File: src/rtl/radix_walk_pkg.sv
`timescale 1ns/1ps
package radix_walk_pkg;
  localparam int SIZE_W         = 7;
  localparam int ENT_NB_W       = 5;
  localparam int ENT_VALID_BIT  = 63;
  localparam int ENT_LEAF_BIT   = 62;
  localparam int ENT_BASE_LSB   = 8;
  localparam int ENT_RPN_LSB    = 12;
  localparam int ENT_BYTES_LOG2 = 3;

  typedef enum logic [2:0] {
    ST_IDLE, ST_LEVEL, ST_NT_REQ, ST_NT_WAIT, ST_MEM_REQ, ST_MEM_WAIT, ST_DONE
  } walk_state_e;

  typedef enum logic [1:0] {
    CAUSE_NONE        = 2'd0,
    CAUSE_NO_ENTRY    = 2'd1,
    CAUSE_TABLE_XLATE = 2'd2
  } walk_cause_e;
endpackage

File: src/rtl/radix_entry_addr.sv
`timescale 1ns/1ps
module radix_entry_addr
  import radix_walk_pkg::*;
#(
  parameter int ADDR_W = 56,
  parameter int EA_W   = 64
) (
  input  logic [EA_W-1:0]     ea,
  input  logic [ADDR_W-1:0]   base,
  input  logic [ENT_NB_W-1:0] nbits,
  input  logic [SIZE_W-1:0]   remain,
  output logic [ADDR_W-1:0]   entry_addr
);
  logic [SIZE_W-1:0] shift;
  logic [EA_W-1:0]   idx_mask;
  logic [EA_W-1:0]   idx;

  always_comb begin
    shift      = remain - SIZE_W'(nbits);
    idx_mask   = (EA_W'(1) << nbits) - EA_W'(1);
    idx        = (ea >> shift) & idx_mask;
    entry_addr = base + ADDR_W'(idx << ENT_BYTES_LOG2);
  end
endmodule

File: src/rtl/radix_leaf_merge.sv
`timescale 1ns/1ps
module radix_leaf_merge
  import radix_walk_pkg::*;
#(
  parameter int ADDR_W = 56,
  parameter int EA_W   = 64
) (
  input  logic [63:0]       entry,
  input  logic [EA_W-1:0]   ea,
  input  logic [SIZE_W-1:0] page_size,
  output logic [ADDR_W-1:0] phys
);
  logic [ADDR_W-1:0] off_mask;
  logic [ADDR_W-1:0] rpn;
  logic              unused_bits;

  always_comb begin
    if (page_size >= SIZE_W'(ADDR_W)) off_mask = '1;
    else off_mask = (ADDR_W'(1) << page_size) - ADDR_W'(1);
    rpn  = {entry[ADDR_W-1:ENT_RPN_LSB], {ENT_RPN_LSB{1'b0}}};
    phys = (rpn & ~off_mask) | (ea[ADDR_W-1:0] & off_mask);
  end

  assign unused_bits = ^{entry[63:ADDR_W], entry[ENT_RPN_LSB-1:0], ea[EA_W-1:ADDR_W]};
endmodule

File: src/rtl/radix_nested_walker.sv
`timescale 1ns/1ps
module radix_nested_walker
  import radix_walk_pkg::*;
#(
  parameter int ADDR_W     = 56,
  parameter int MAX_LEVELS = 4
) (
  input  logic              clk,
  input  logic              rst_n,
  input  logic              req_valid,
  output logic              req_ready,
  input  logic [63:0]       req_ea,
  input  logic              req_guest,
  input  logic [ADDR_W-1:0] req_root_base,
  input  logic [4:0]        req_root_bits,
  input  logic [6:0]        req_tree_size,
  output logic              nt_req_valid,
  input  logic              nt_req_ready,
  output logic [ADDR_W-1:0] nt_req_addr,
  input  logic              nt_rsp_valid,
  input  logic [ADDR_W-1:0] nt_rsp_addr,
  input  logic              nt_rsp_fault,
  output logic              mem_req_valid,
  input  logic              mem_req_ready,
  output logic [ADDR_W-1:0] mem_req_addr,
  input  logic              mem_rsp_valid,
  input  logic [63:0]       mem_rsp_data,
  output logic              res_valid,
  input  logic              res_ready,
  output logic [ADDR_W-1:0] res_addr,
  output logic [6:0]        res_page_size,
  output logic [1:0]        res_cause
);
  localparam int LVL_W = $clog2(MAX_LEVELS + 1);

  walk_state_e         st_q;
  walk_cause_e         cause_q;
  logic [63:0]         ea_q;
  logic                guest_q;
  logic [ADDR_W-1:0]   base_q, addr_q, pa_q;
  logic [ENT_NB_W-1:0] nb_q;
  logic [SIZE_W-1:0]   rem_q, psize_q;
  logic [LVL_W-1:0]    lvl_q;

  logic [ADDR_W-1:0]   idx_addr;
  logic [ADDR_W-1:0]   leaf_pa;
  logic                level_bad;

  radix_entry_addr #(.ADDR_W(ADDR_W), .EA_W(64)) u_idx (
    .ea(ea_q), .base(base_q), .nbits(nb_q), .remain(rem_q), .entry_addr(idx_addr)
  );

  radix_leaf_merge #(.ADDR_W(ADDR_W), .EA_W(64)) u_merge (
    .entry(mem_rsp_data), .ea(ea_q), .page_size(rem_q), .phys(leaf_pa)
  );

  assign level_bad = (nb_q == '0) || (SIZE_W'(nb_q) > rem_q) ||
                     (lvl_q == LVL_W'(MAX_LEVELS));

  always_ff @(posedge clk or negedge rst_n) begin
    if (!rst_n) begin
      st_q    <= ST_IDLE;
      cause_q <= CAUSE_NONE;
      ea_q    <= '0;
      guest_q <= 1'b0;
      base_q  <= '0;
      addr_q  <= '0;
      pa_q    <= '0;
      nb_q    <= '0;
      rem_q   <= '0;
      psize_q <= '0;
      lvl_q   <= '0;
    end else begin
      case (st_q)
        ST_IDLE: if (req_valid) begin
          ea_q    <= req_ea;
          guest_q <= req_guest;
          base_q  <= req_root_base;
          nb_q    <= req_root_bits;
          rem_q   <= req_tree_size;
          lvl_q   <= '0;
          pa_q    <= '0;
          psize_q <= '0;
          cause_q <= CAUSE_NONE;
          st_q    <= ST_LEVEL;
        end
        ST_LEVEL: begin
          if (level_bad) begin
            cause_q <= CAUSE_NO_ENTRY;
            st_q    <= ST_DONE;
          end else begin
            addr_q <= idx_addr;
            rem_q  <= rem_q - SIZE_W'(nb_q);
            lvl_q  <= lvl_q + LVL_W'(1);
            st_q   <= guest_q ? ST_NT_REQ : ST_MEM_REQ;
          end
        end
        ST_NT_REQ: if (nt_req_ready) st_q <= ST_NT_WAIT;
        ST_NT_WAIT: if (nt_rsp_valid) begin
          if (nt_rsp_fault) begin
            cause_q <= CAUSE_TABLE_XLATE;
            st_q    <= ST_DONE;
          end else begin
            addr_q <= nt_rsp_addr;
            st_q   <= ST_MEM_REQ;
          end
        end
        ST_MEM_REQ: if (mem_req_ready) st_q <= ST_MEM_WAIT;
        ST_MEM_WAIT: if (mem_rsp_valid) begin
          if (!mem_rsp_data[ENT_VALID_BIT]) begin
            cause_q <= CAUSE_NO_ENTRY;
            st_q    <= ST_DONE;
          end else if (mem_rsp_data[ENT_LEAF_BIT]) begin
            pa_q    <= leaf_pa;
            psize_q <= rem_q;
            st_q    <= ST_DONE;
          end else begin
            base_q <= {mem_rsp_data[ADDR_W-1:ENT_BASE_LSB], {ENT_BASE_LSB{1'b0}}};
            nb_q   <= mem_rsp_data[ENT_NB_W-1:0];
            st_q   <= ST_LEVEL;
          end
        end
        ST_DONE: if (res_ready) st_q <= ST_IDLE;
        default: st_q <= ST_IDLE;
      endcase
    end
  end

  assign req_ready     = (st_q == ST_IDLE);
  assign nt_req_valid  = (st_q == ST_NT_REQ);
  assign nt_req_addr   = addr_q;
  assign mem_req_valid = (st_q == ST_MEM_REQ);
  assign mem_req_addr  = addr_q;
  assign res_valid     = (st_q == ST_DONE);
  assign res_addr      = pa_q;
  assign res_page_size = psize_q;
  assign res_cause     = cause_q;

  // hypervisor walks never use the second-stage port
  p_host_no_nested_r2: assert property (@(posedge clk) disable iff (!rst_n)
    nt_req_valid |-> guest_q);

  // a nested fault goes straight to the result, with no memory read
  p_fault_no_read_r4: assert property (@(posedge clk) disable iff (!rst_n)
    (nt_req_valid == 1'b0 && st_q == ST_NT_WAIT && nt_rsp_valid && nt_rsp_fault)
      |=> (res_valid && !mem_req_valid && res_cause == 2'd2));

  // never more levels than the limit
  p_level_bound_r9: assert property (@(posedge clk) disable iff (!rst_n)
    lvl_q <= LVL_W'(MAX_LEVELS));

  // request payloads held while stalled
  p_mem_hold_r10: assert property (@(posedge clk) disable iff (!rst_n)
    (mem_req_valid && !mem_req_ready) |=> (mem_req_valid && $stable(mem_req_addr)));

  p_nt_hold_r10: assert property (@(posedge clk) disable iff (!rst_n)
    (nt_req_valid && !nt_req_ready) |=> (nt_req_valid && $stable(nt_req_addr)));

  p_res_hold_r10: assert property (@(posedge clk) disable iff (!rst_n)
    (res_valid && !res_ready) |=> (res_valid && $stable(res_addr) && $stable(res_cause)));

  p_one_port_r10: assert property (@(posedge clk) disable iff (!rst_n)
    !(mem_req_valid && nt_req_valid) && !(req_ready && res_valid));
endmodule

File: config.mk
export PLATFORM = sky130hd
export DESIGN_NAME = radix_nested_walker
export DESIGN_NICKNAME = d
export VERILOG_FILES = /design/src/rtl/radix_walk_pkg.sv /design/src/rtl/radix_entry_addr.sv /design/src/rtl/radix_leaf_merge.sv /design/src/rtl/radix_nested_walker.sv
export SDC_FILE = /design/constraint.sdc
export NUM_CORES = 1
export LEC_CHECK = 0
export BUFFER_PORTS_ARGS = -buffer_cell sky130_fd_sc_hd__buf_4
export CORE_ASPECT_RATIO = 1.25
export CORE_MARGIN = 5
export CORE_UTILIZATION = 40
export CTS_CLUSTER_DIAMETER = 150
export DETAILED_ROUTE_END_ITERATION = 6
export GPL_ROUTABILITY_DRIVEN = 1
export PLACE_DENSITY = 0.68
export REMOVE_ABC_BUFFERS = 1
export SETUP_SLACK_MARGIN = 0.1
export SLEW_MARGIN = 25
export SYNTH_ARGS = -nofsm -noshare
export SYNTH_HDL_FRONTEND = slang
export SYNTH_HIERARCHICAL = 1
export SYNTH_SLANG_ARGS = --single-unit
File: constraint.sdc
create_clock -name clk -period 5.8 [get_ports clk]
set_input_delay 0.58 -clock clk [delete_from_list [all_inputs] [get_ports clk]]
set_output_delay 0.58 -clock clk [all_outputs]
set_load 0.02 [all_outputs]
==> results of run 1 <==
[through the flow]
step | setup TNS (ps) | std cells | hold slack, ps
2_1_floorplan | -61710 | 2355 | 284
3_3_place_gp | -16910 | 3791 | 471
3_5_place_dp | -20860 | 3791 | 475
4_1_cts | -2650 | 3865 | 178
5_1_grt | -6890 | 3873 | 184
6_report | -1380 | 3874 | 198
[registers in the layout, indices dropped and copies added, names as in the netlist]
signal and flops:
base_q 56, res_cause 2, nb_q 5, rem_q 7
ea_q 64, res_page_size 7, st_q 3, guest_q 1
mem_req_addr 56, res_addr 56, lvl_q 3
[worst reg2reg max path, cell delays in order, from the launching register on]
cell	delay, ps
dfrtp_1	380
inv_1	60
ha_2	180
inv_2	40
fa_4	660
buf_12	180
buf_16	140
buf_4	140
mux2i_2	160
a21oi_2	230
mux2i_1	130
mux2i_1	170
buf_4	160
nor2_1	40
or3_1	380
a221oi_2	260
buf_4	170
ha_1	260
a21oi_2	180
o21ai_2	100
o2111a_2	320
o311a_4	330
nor4b_4	340
o31ai_2	130
o311a_1	310
a2111oi_2	220
mux2i_1	120
a21oi_1	150
[how the worst max path moves through the flow]
stage	slack, ps	to	start
floorplan	-1990	mem_req_addr[55]	rem_q[0]
global placement	-830	mem_req_addr[55]	rem_q[0]
detailed placement	-960	mem_req_addr[55]	rem_q[0]
CTS	-280	mem_req_addr[55]	rem_q[0]
global route	-400	mem_req_addr[53]	rem_q[0]
finish	-220	mem_req_addr[55]	rem_q[0]
[logic make-up after synthesis]
logic type	after synthesis
compound gates	658
mux	305
fa+ha+maj	69
buf+inv	284
xor+xnor	58
simple gates	949
flops	260
other cells	1
[final cells by class]
type                            instances  area (um2)
Tap cell                              672         841
Fill cell                            4865       23700
Clock buffer                           41         831
Timing Repair Buffer                  793        6220
Antenna cell                            1        2.50
Inverter                               42         158
Multi-Input combinational cell       2053       14400
Sequential cell                       260        6510
Clock inverter                         12         144
[per-layer routing]
metal,global-route usage [%],routed length [um]
met4,11.1,3790
met2,48.8,42700
met5,0,0
met3,3.07,4410
met1,35.3,34900
[cell usage in the layout (no fill, tap or decap), types with 20 or more instances in the layout]
cell,n
ha_1,62
dfrtp_1,260
a31oi_1,21
a21o_1,46
o21ai_0,106
buf_4,767
mux4_2,33
mux2i_1,186
a21oi_2,24
and3_1,26
mux2_2,50
clkbuf_16,29
a21oi_1,156
nor3_1,31
nor2_1,167
inv_1,39
nand2_1,544
o211ai_1,20
o21ai_1,92
nand3_1,31
xnor2_1,29
[what timing repair did]
item	in CTS	in global routing
setup buffers	19	8
pin swaps	49	34
cloned	1	0
resized for setup	128	86
hold buffers	1	0
endpoints found under the setup margin	43	42
endpoints found under the hold margin	33	0
==> impl_metrics.ini, run 1 <==
[setup_path]
critPathSlowestCell = fa_4
critical_path_depth = 27
critPathArrivalTime_ps = 6520
crit_fanout = 5
cpPeakStageDelay_ps = 660
reg2reg_from = rem_q[0]
start_kind = flop
endpoint_kind = flop
ff2ff_path_depth = 27
path_class = reg2reg
crit_buf_inv = 7
r2r-end = mem_req_addr[55]
cp_top_family = compound AO/OA/AOI/OAI gates
r2r_setup_slack_ps = -220
required_ps = 6300

[yosys]
synth_simple_gate_area_share_pct = 19.6
synth_edf_count = 0
synth_top_family_by_area = simple AND/OR/NAND/NOR gates
ys.flop_type = dfrtp_1
synthCells = 2584
synth.top_cell.area_share_pct = 30.4
ys.warnings.count = 6
yosysSeqAreaShare_pct = 30.4
synth_xor_area_share_pct = 2.44
ys_types = 103
ys_ff_latch = 260
synth_top_area_cell = dfrtp_1
synth_area_leaders = dfrtp_1, mux2i_1, nand2_1
synth_most_common_cell = nand2_1
avgSynthCellArea_um2 = 8.29
synth-compound-area-share_pct = 19.5
syn_area_mm2 = 0.0214
synthMuxAreaShare_pct = 16.6
ys_async_sr_fraction_pct = 100
synth_fa_ha_area_share_pct = 4.13
synth_top_cells_by_count = nand2_1, dfrtp_1, mux2i_1, a21oi_1, nor2_1

[floorplanning]
die_w_um = 217
coreArea_mm2 = 0.0528
rows = 94
ioPinCount = 443
start_util_pct = 40.6
die_h_um = 269
die_area_mm2 = 0.0583

[routing]
vias = 21900
drc = 0
drt-total-wl_um = 85800
vias_per_cell = 5.65
drt_iter0_markers = 1390
wl_per_cell_um = 22.1
ant_nets = 0
first_pass_iters = 6

[placed_design]
dp_hpwl_um = 67700
dpl_cell_area_mm2 = 0.0269
dp_slack_ps = -964
portBuffers = 433
gp_congestion = 0.953

[global_routing]
grt_max_degree = 131
grt_usage_pct = 27.8
gr-total-overflow = 0
grt_pass1_vias = 21800
antenna_found_initial = 0
grt_pass1_wl_um = 129000

[timing]
finalSetupViolCount = 18
finalCritPeriodShare_pct = 104
fmax_mhz = 166
fin_crit_ps = 6020
hold_viol_final = 0
rsz0062_at_grt = true
worstMarginPinSlew_ps = 879
max_slew_margin_pct = 41.4
slew_viol_final = 0
setup_ws_ps = -221
skew_ps = 18.6

[layout]
area_delta_synth_final_pct = 35.7
drive_above_1_share_pct = 35.1
fin_nets = 3510
post-route-util_pct = 55.1
fin_area_mm2 = 0.0291

[cts]
clock_latency_ps = 580
cts_root_buf = clkbuf_16
cts_tree = yes
htree_levels = 1
clockBufferDepth = 3
clk_pin_slew_ps = 60
cts_buffers = 29
cts.sinks = 260

[hold_path]
hp-class = in2reg
min_to = ea_q[51]
holdPathStages = 3
hp-start = req_ea[51]

[status]
failed_checks = negative setup slack
status = finished, violations left

[job]
cap_violations = 0
Power of run 1 is left out: the tool's default activity adds up to more than one toggle a clock period on the data nets, which glitch-free logic cannot reach.
==> inputs of run 2 (changes only) <==
--- a/config.mk
+++ b/config.mk
@@ -5,6 +5,7 @@
 export SDC_FILE = /design/constraint.sdc
 export NUM_CORES = 1
 export LEC_CHECK = 0
+export ABC_AREA = 1
 export BUFFER_PORTS_ARGS = -buffer_cell sky130_fd_sc_hd__buf_4
 export CORE_ASPECT_RATIO = 1.25
 export CORE_MARGIN = 5
@@ -12,7 +13,7 @@
 export CTS_CLUSTER_DIAMETER = 150
 export DETAILED_ROUTE_END_ITERATION = 6
 export GPL_ROUTABILITY_DRIVEN = 1
-export PLACE_DENSITY = 0.68
+export PLACE_DENSITY = 0.67
 export REMOVE_ABC_BUFFERS = 1
 export SETUP_SLACK_MARGIN = 0.1
 export SLEW_MARGIN = 25
==> run 2 against run 1 <==
The run now ends clean. Worst hold slack gained 2.8 ps. Non-clock buffer count fell by 287. Sequential cell count stayed put. Fmax increased by 22%. Final cell count is 32% higher. Via count up 25%. Clock-buffer cell count is 4 lower. Critical path depth up 1. Global-route usage is 2.1 points higher. Largest cell class unchanged.
==> impl_metrics.ini, run 2 <==
[floorplanning]
die_h_um = 286
die_area_mm2 = 0.0660
ioPinCount = 443
rows = 101
start_util_pct = 40.3
coreArea_mm2 = 0.0605
die_w_um = 231

[cts]
cts_tree = yes
clk_pin_slew_ps = 80
clockBufferDepth = 3
cts.sinks = 260
htree_levels = 1
cts_root_buf = clkbuf_16
post_cts_buffers = 0
ctsHoldBuffers = 1
clock_latency_ps = 610
cts_buffers = 30
cts_resized = 0

[layout]
final_cell_mix = nand2_1, nand3_1, buf_4, inv_1, nor2_1
fin_nets = 4649
drive_above_1_share_pct = 16.9
post-route-util_pct = 47.7
top_register = ea_q
area_delta_synth_final_pct = 18.4
largest_reg_flops = 64
final_common_cell = nand2_1

[global_routing]
gr-total-overflow = 0
grt_usage_pct = 29.9
grt_pass1_vias = 26100
grt_pass1_wl_um = 154000
grt_max_degree = 131
antenna_found_initial = 2

[timing]
max_slew_margin_pct = 36.1
slew_viol_final = 0
fmax_mhz = 203
finalSetupViolCount = 0
whs_ps = 201
hold_viol_final = 0
fin_crit_ps = 4930
worstMarginPinSlew_ps = 958
setup_ws_ps = 869
rsz0062_at_grt = false
skew_ps = 21.5
tns_ps = 0
finalCritPeriodShare_pct = 85.0

[yosys]
avgSynthCellArea_um2 = 6.10
synthCells = 3999
synth_area_leaders = dfrtp_1, nand2_1, nand3_1
synth_top_cells_by_count = nand2_1, nand3_1, inv_1, nor2_1, dfrtp_1
synth_most_common_cell = nand2_1
ys_types = 52
ys_ff_latch = 260
synth_edf_count = 0
synth_top_area_cell = dfrtp_1
ys.flop_type = dfrtp_1
synth.top_cell.area_share_pct = 26.7
ys_async_sr_fraction_pct = 100
syn_area_mm2 = 0.0244
ys.warnings.count = 6
yosysSeqAreaShare_pct = 26.7

[placed_design]
portBuffers = 433
gp_congestion = 1.00
dp_hpwl_um = 83300
dp_slack_ps = 963

[setup_path]
crit_fanout = 30
ff2ff_path_depth = 28
reg2reg_from = nb_q[0]
r2r_setup_slack_ps = 870
cpPeakStageDelay_ps = 500
r2r-end = mem_req_addr[41]
critPathSlowestCell = fa_2
start_kind = flop
endpoint_kind = flop
cp_common_cell = nand2_1
critPathArrivalTime_ps = 5460
required_ps = 6330
path_class = reg2reg
crit_buf_inv = 4
critical_path_depth = 28
cp-endpoint = mem_req_addr[41]
crit_start = nb_q[0]
cp_top_family = simple AND/OR/NAND/NOR gates

[routing]
drt-total-wl_um = 103000
drc = 0
vias_per_cell = 5.36
wl_met2_um = 50100
ant_nets = 0
vias = 27400
drt_iter0_markers = 2203
first_pass_iters = 6
wl_met1_um = 40000
topRoutingLayerUsed = met4
met3_length_um = 5970
wl_per_cell_um = 20.2

[job]
cap_violations = 0

[hold_path]
hp-class = in2reg
holdPathStages = 2

[status]
status = finished clean
-- run 2: layer usage --
| layer | vias up | global-route usage [%] |
|---|---|---|
| li1 | 13500 | - |
| met1 | 12600 | 35.7 |
| met2 | 1030 | 52.0 |
| met3 | 290 | 3.49 |
| met4 | 0 | 17.2 |
| met5 | - | 0 |
-- run 2: layout make-up --
| type | count | area (um2) |
|---|---|---|
| diodes | 2 | 5.00 |
| clock buffers | 37 | 808 |
| clock inverters | 15 | 136 |
| fillers | 6639 | 31700 |
| inverters | 347 | 1310 |
| multi-input cells | 3173 | 15200 |
| flip-flops and latches | 260 | 6510 |
| well taps | 772 | 966 |
| repair buffers | 506 | 3920 |
-- run 2: cell families (layout without fill, tap and decap cells) --
logic type               count (synthesis)  count (layout)  share of synthesized area (%)
AND/OR/NAND/NOR                       2566            2566                           44.7
buffers and inverters                  579             905                           11.3
AO/OA/AOI/OAI                          411             411                           8.95
flip-flops                             260             260                           26.7
adder cells (fa/ha/maj)                 69              69                           3.63
multiplexers                            68              68                           3.14
XOR/XNOR                                45              45                           1.62
other                                    1              16                         0.0154
-- run 2: how the worst min path moves through the flow --
stage | start | endpoint | slack [ps]
global route | req_ea[30] | ea_q[30] | 180
finish | req_ea[30] | ea_q[30] | 200
detailed placement | res_cause[1] | res_cause[1] | 470
global placement | res_cause[1] | res_cause[1] | 460
CTS | req_ea[55] | ea_q[55] | 170
floorplan | rst_n | base_q[0] | 280
-- run 2: per-stage QoR --
| step | instance area [um2] | cells |
|---|---|---|
| 4_1_cts | 28800 | 5109 |
| 2_1_floorplan | 23000 | 3780 |
| 5_1_grt | 28900 | 5112 |
| 6_report | 28900 | 5112 |
| 3_3_place_gp | 27900 | 5056 |
| 3_5_place_dp | 27900 | 5056 |
Power of run 2 is left out for the same reason.
